### src/rtl/ordacc_align_pkg.sv
package ordacc_align_pkg;

  // Access class encoding on the acc_class port
  typedef enum logic {
    CLS_ATOMIC  = 1'b0,
    CLS_ORDERED = 1'b1
  } acc_class_e;

  // log2 of the relaxed window in bytes
  localparam int unsigned WIN_LG    = 4;
  localparam int unsigned WIN_BYTES = 1 << WIN_LG;

  // Decoded size: legality and log2 of the byte count
  typedef struct packed {
    logic       legal;
    logic [2:0] lg;
  } size_info_t;

endpackage

### src/rtl/ordacc_fault_eval.sv
module ordacc_fault_eval
  import ordacc_align_pkg::*;
(
  input  logic [WIN_LG-1:0] ea_lo,
  input  size_info_t        info,
  input  logic              is_ordered,
  input  logic              relax_en,
  input  logic              ord_nochk,
  output logic              fault_d,
  output logic              illegal_d
);

  localparam logic [2:0]        LG_FULL = 3'(WIN_LG);
  localparam logic [WIN_LG+1:0] WIN_LIM = (WIN_LG+2)'(WIN_BYTES);

  logic [WIN_LG:0]   nbytes;
  logic [WIN_LG:0]   mask;
  logic [WIN_LG+1:0] span;
  logic              misaligned;
  logic              crosses;

  always_comb begin
    nbytes     = {{WIN_LG{1'b0}}, 1'b1} << info.lg;
    mask       = nbytes - 1'b1;
    misaligned = |(ea_lo & mask[WIN_LG-1:0]);
    span       = {2'b00, ea_lo} + {1'b0, nbytes};
    crosses    = span > WIN_LIM;
  end

  always_comb begin
    illegal_d = 1'b0;
    fault_d   = 1'b0;
    if (!info.legal) begin
      illegal_d = 1'b1;
    end else if (info.lg == 3'd0) begin
      fault_d = 1'b0;
    end else if (info.lg == LG_FULL) begin
      fault_d = misaligned;
    end else if (!relax_en) begin
      fault_d = misaligned;
    end else if (is_ordered && ord_nochk) begin
      fault_d = 1'b0;
    end else begin
      fault_d = crosses;
    end
  end

endmodule

### config.mk
export PLATFORM = sky130hd
export DESIGN_NAME = ordacc_fault_eval
export DESIGN_NICKNAME = d
export VERILOG_FILES = /design/src/rtl/ordacc_align_pkg.sv /design/src/rtl/ordacc_fault_eval.sv
export SDC_FILE = /design/constraint.sdc
export NUM_CORES = 1
export LEC_CHECK = 0
export CORE_AREA = 2 2 39 41
export DETAILED_ROUTE_END_ITERATION = 8
export DIE_AREA = 0 0 41 43
export GPL_TIMING_DRIVEN = 0
export PLACE_DENSITY = 0.55
export SLEW_MARGIN = 10
export SYNTH_ARGS = -nofsm -noshare
export SYNTH_HDL_FRONTEND = slang
export SYNTH_SLANG_ARGS = --single-unit
export TNS_END_PERCENT = 100
### constraint.sdc
create_clock -name vclk -period 8.8
set_clock_uncertainty 0.15 [all_clocks]
set_input_delay 2.64 -clock vclk [all_inputs]
set_output_delay 2.64 -clock vclk [all_outputs]
set_load 0.03 [all_outputs]
==> out/results.ini, run 1 <==
[outcome]
run_status = completed

[worst_setup_path]
path_cells = clkdlybuf4s50_1 > nor3_1 > ha_1 > ha_1 > nor2_1 > o32a_1 > o311ai_0 > nand3b_1 > a41oi_1 > clkdlybuf4s50_1
cp_slowest_cell = clkdlybuf4s50_1
end_kind = primary output
startpoint_type = primary input
critPathRequiredTime_ns = 6.01
worstPathArrival_ns = 5.64
worst-path-max-fanout = 8
critPathKind = primary input to primary output
crit_family = buffers and inverters
crit_buf_inv = 2
slowest_delay_ns = 0.70

[timing]
grt_setup_unrepaired = false
finalSetupViolCount = 0
period_needed_ns = 8.43
tightestPinTransition_ns = 0.443
slew_viol_final = 0
tns_ns = 0
finalHoldViolCount = 0
layout_setup_ws_ns = 0.367
max-slew-margin-rel = 0.702
fmax_mhz = 119
fin_crit_sh = 0.958

[layout]
nClkBuffers = 0
register_area_um2 = 0
seq_cell_count = 0
post-route-util = 0.313
final_cell_mix = 12 x clkdlybuf4s50_1, 4 x ha_1, 3 x inv_1, 3 x nor3_1, 3 x nor2_1
diodes = 0
syn2layout_area_growth_pct = 47.9
multi_input_area_um2 = 273
final_cell_count_no_fill = 65
final_common_cell = clkdlybuf4s50_1
fillers = 147
drive_gt1_frac = 0.184
final_area_um2 = 433
finalNetCount = 66

[route]
vias_per_cell = 4.83
wl_um = 679
drt_iter0_drc = 2
drc_errors = 0
ant_nets = 0
vias = 314
dr.pass1.iters = 2
wl_per_cell_um = 10.4

[placement]
placed_area_um2 = 433
pre_cts_ws_ns = 0.381
dpl.hpwl_um = 556
portBuffers = 12
placed_cells = 65
place_congestion = 0.724

[global_route]
grt_pass1_vias = 307
grt_max_degree = 11
grt.total_usage = 0.0929
grt.busiest_layer = met1
grt.overflow.total = 0
grt_pass1_wl_mm = 1.24
groute.layer.met3.usage = 0.00524
antenna_found_initial = 0
grt_util_met1 = 0.146
use_met2 = 0.144

[job]
max-cap-violations = 0

[die]
die_h_um = 43
core_area_mm2 = 0.00138
die_area_mm2 = 0.00176
die_x_um = 41
rows = 14
initial_core_util = 0.212
ios = 13

[power_and_ir_drop]
p_clk_frac = 0
p_switching_mw = 0.00896
seq_power_share = 0
p_leak_nw = 0.165
power_density_mw_per_mm2 = 44.7
vdd_drop_max_mv = 0.0203
intPower_mw = 0.0104
swShare = 0.463
p_comb_frac = 1.000

[logic_synthesis]
postSynthAreaPerCell_um2 = 7.91
seq_area_frac_synth = 0
synth_cell_types = 27
yosys_warnings = 0
synth_area_um2 = 293
syn_inst = 37
synth_fp_nets = 52

[clocking]
cts.repair.resized = 0
cts_hold_buf = 0
cts_setup_buffers = 0

[worst_hold_path]
min_path_type = primary input to primary output

==> stage by stage <==
| stage | power (mW) | hold WS [ns] |
|---|---|---|
| 2_1_floorplan | 0.0106 | 5.25 |
| 5_1_grt | 0.0215 | 6.25 |
| 3_3_place_gp | 0.0194 | 6.21 |
| 3_5_place_dp | 0.0194 | 6.20 |
| 6_report | 0.0194 | 6.20 |
| 4_1_cts | 0.0195 | 6.21 |
==> Yosys cell counts <==
master,count,area share
a311oi_1,1,0.030
xor2_1,1,0.030
o21a_1,1,0.026
xnor2_1,2,0.060
nand3b_1,1,0.026
buf_2,1,0.017
nand2b_2,1,0.030
a41oi_1,1,0.030
a21boi_0,1,0.026
a31oi_1,1,0.021
nor3_1,3,0.051
nor3b_2,1,0.043
nand2_1,1,0.013
nor2_1,3,0.038
o32a_1,1,0.034
o311ai_0,1,0.030
a2111oi_0,1,0.030
and3b_2,1,0.034
or2_4,1,0.030
a21oi_1,1,0.017
ha_1,4,0.17
inv_1,3,0.038
maj3_2,1,0.038
inv_2,1,0.013
o22a_1,1,0.030
a2bb2oi_2,1,0.051
a211oi_2,1,0.043
==> final timing paths <==
kind,start,endpoint,slack [ns],depth (start not counted)
worst max-delay path,info[1],fault_d,0.37,10
worst min-delay path,info[2],fault_d,6.20,5
==> cells by family (layout without fill, tap and decap cells) <==
group	Yosys count	in the layout	share of synthesized area
AOI/OAI and AO/OA	12	12	0.368
xor gates and xnor gates	3	3	0.0898
and+or+nand+nor	12	12	0.265
buffers and inverters	5	17	0.0683
adders and majority gates	5	5	0.209
==> worst min-delay path: stages <==
cell             delay, ns
buf_2                 0.18
o311ai_0              0.17
nand3b_1              0.10
a41oi_1               0.04
clkdlybuf4s50_1       0.58
==> power groups by stage <==
| stage | Clock (mW) | Sequential (mW) | Combinational, mW |
|---|---|---|---|
| 2_1_floorplan | 0 | 0 | 0.0106 |
| 3_3_place_gp | 0 | 0 | 0.0194 |
| 3_5_place_dp | 0 | 0 | 0.0194 |
| 4_1_cts | 0 | 0 | 0.0195 |
| 5_1_grt | 0 | 0 | 0.0215 |
| 6_report | 0 | 0 | 0.0194 |
==> final cells by class <==
type | instances | share of cell area
Tap cell | 16 | 0.0462
Multi-Input combinational cell | 32 | 0.630
Timing Repair Buffer | 12 | 0.277
Buffer | 1 | 0.0116
Inverter | 4 | 0.0347
==> routing by layer <==
| metal | part of all wire | vias to the layer above |
|---|---|---|
| met5 | 0 | - |
| met4 | 0 | 0 |
| met3 | 0.060 | 0 |
| met2 | 0.44 | 11 |
| met1 | 0.50 | 134 |
| li1 | - | 169 |
No activity file was read; power rests on OpenSTA's default activity.
==> inputs of run 2 (changes only) <==
- SKIP_LAST_GASP: default -> 1
==> results of run 2 <==
The final DEF is identical to that of run 1; final timing and power are the same.
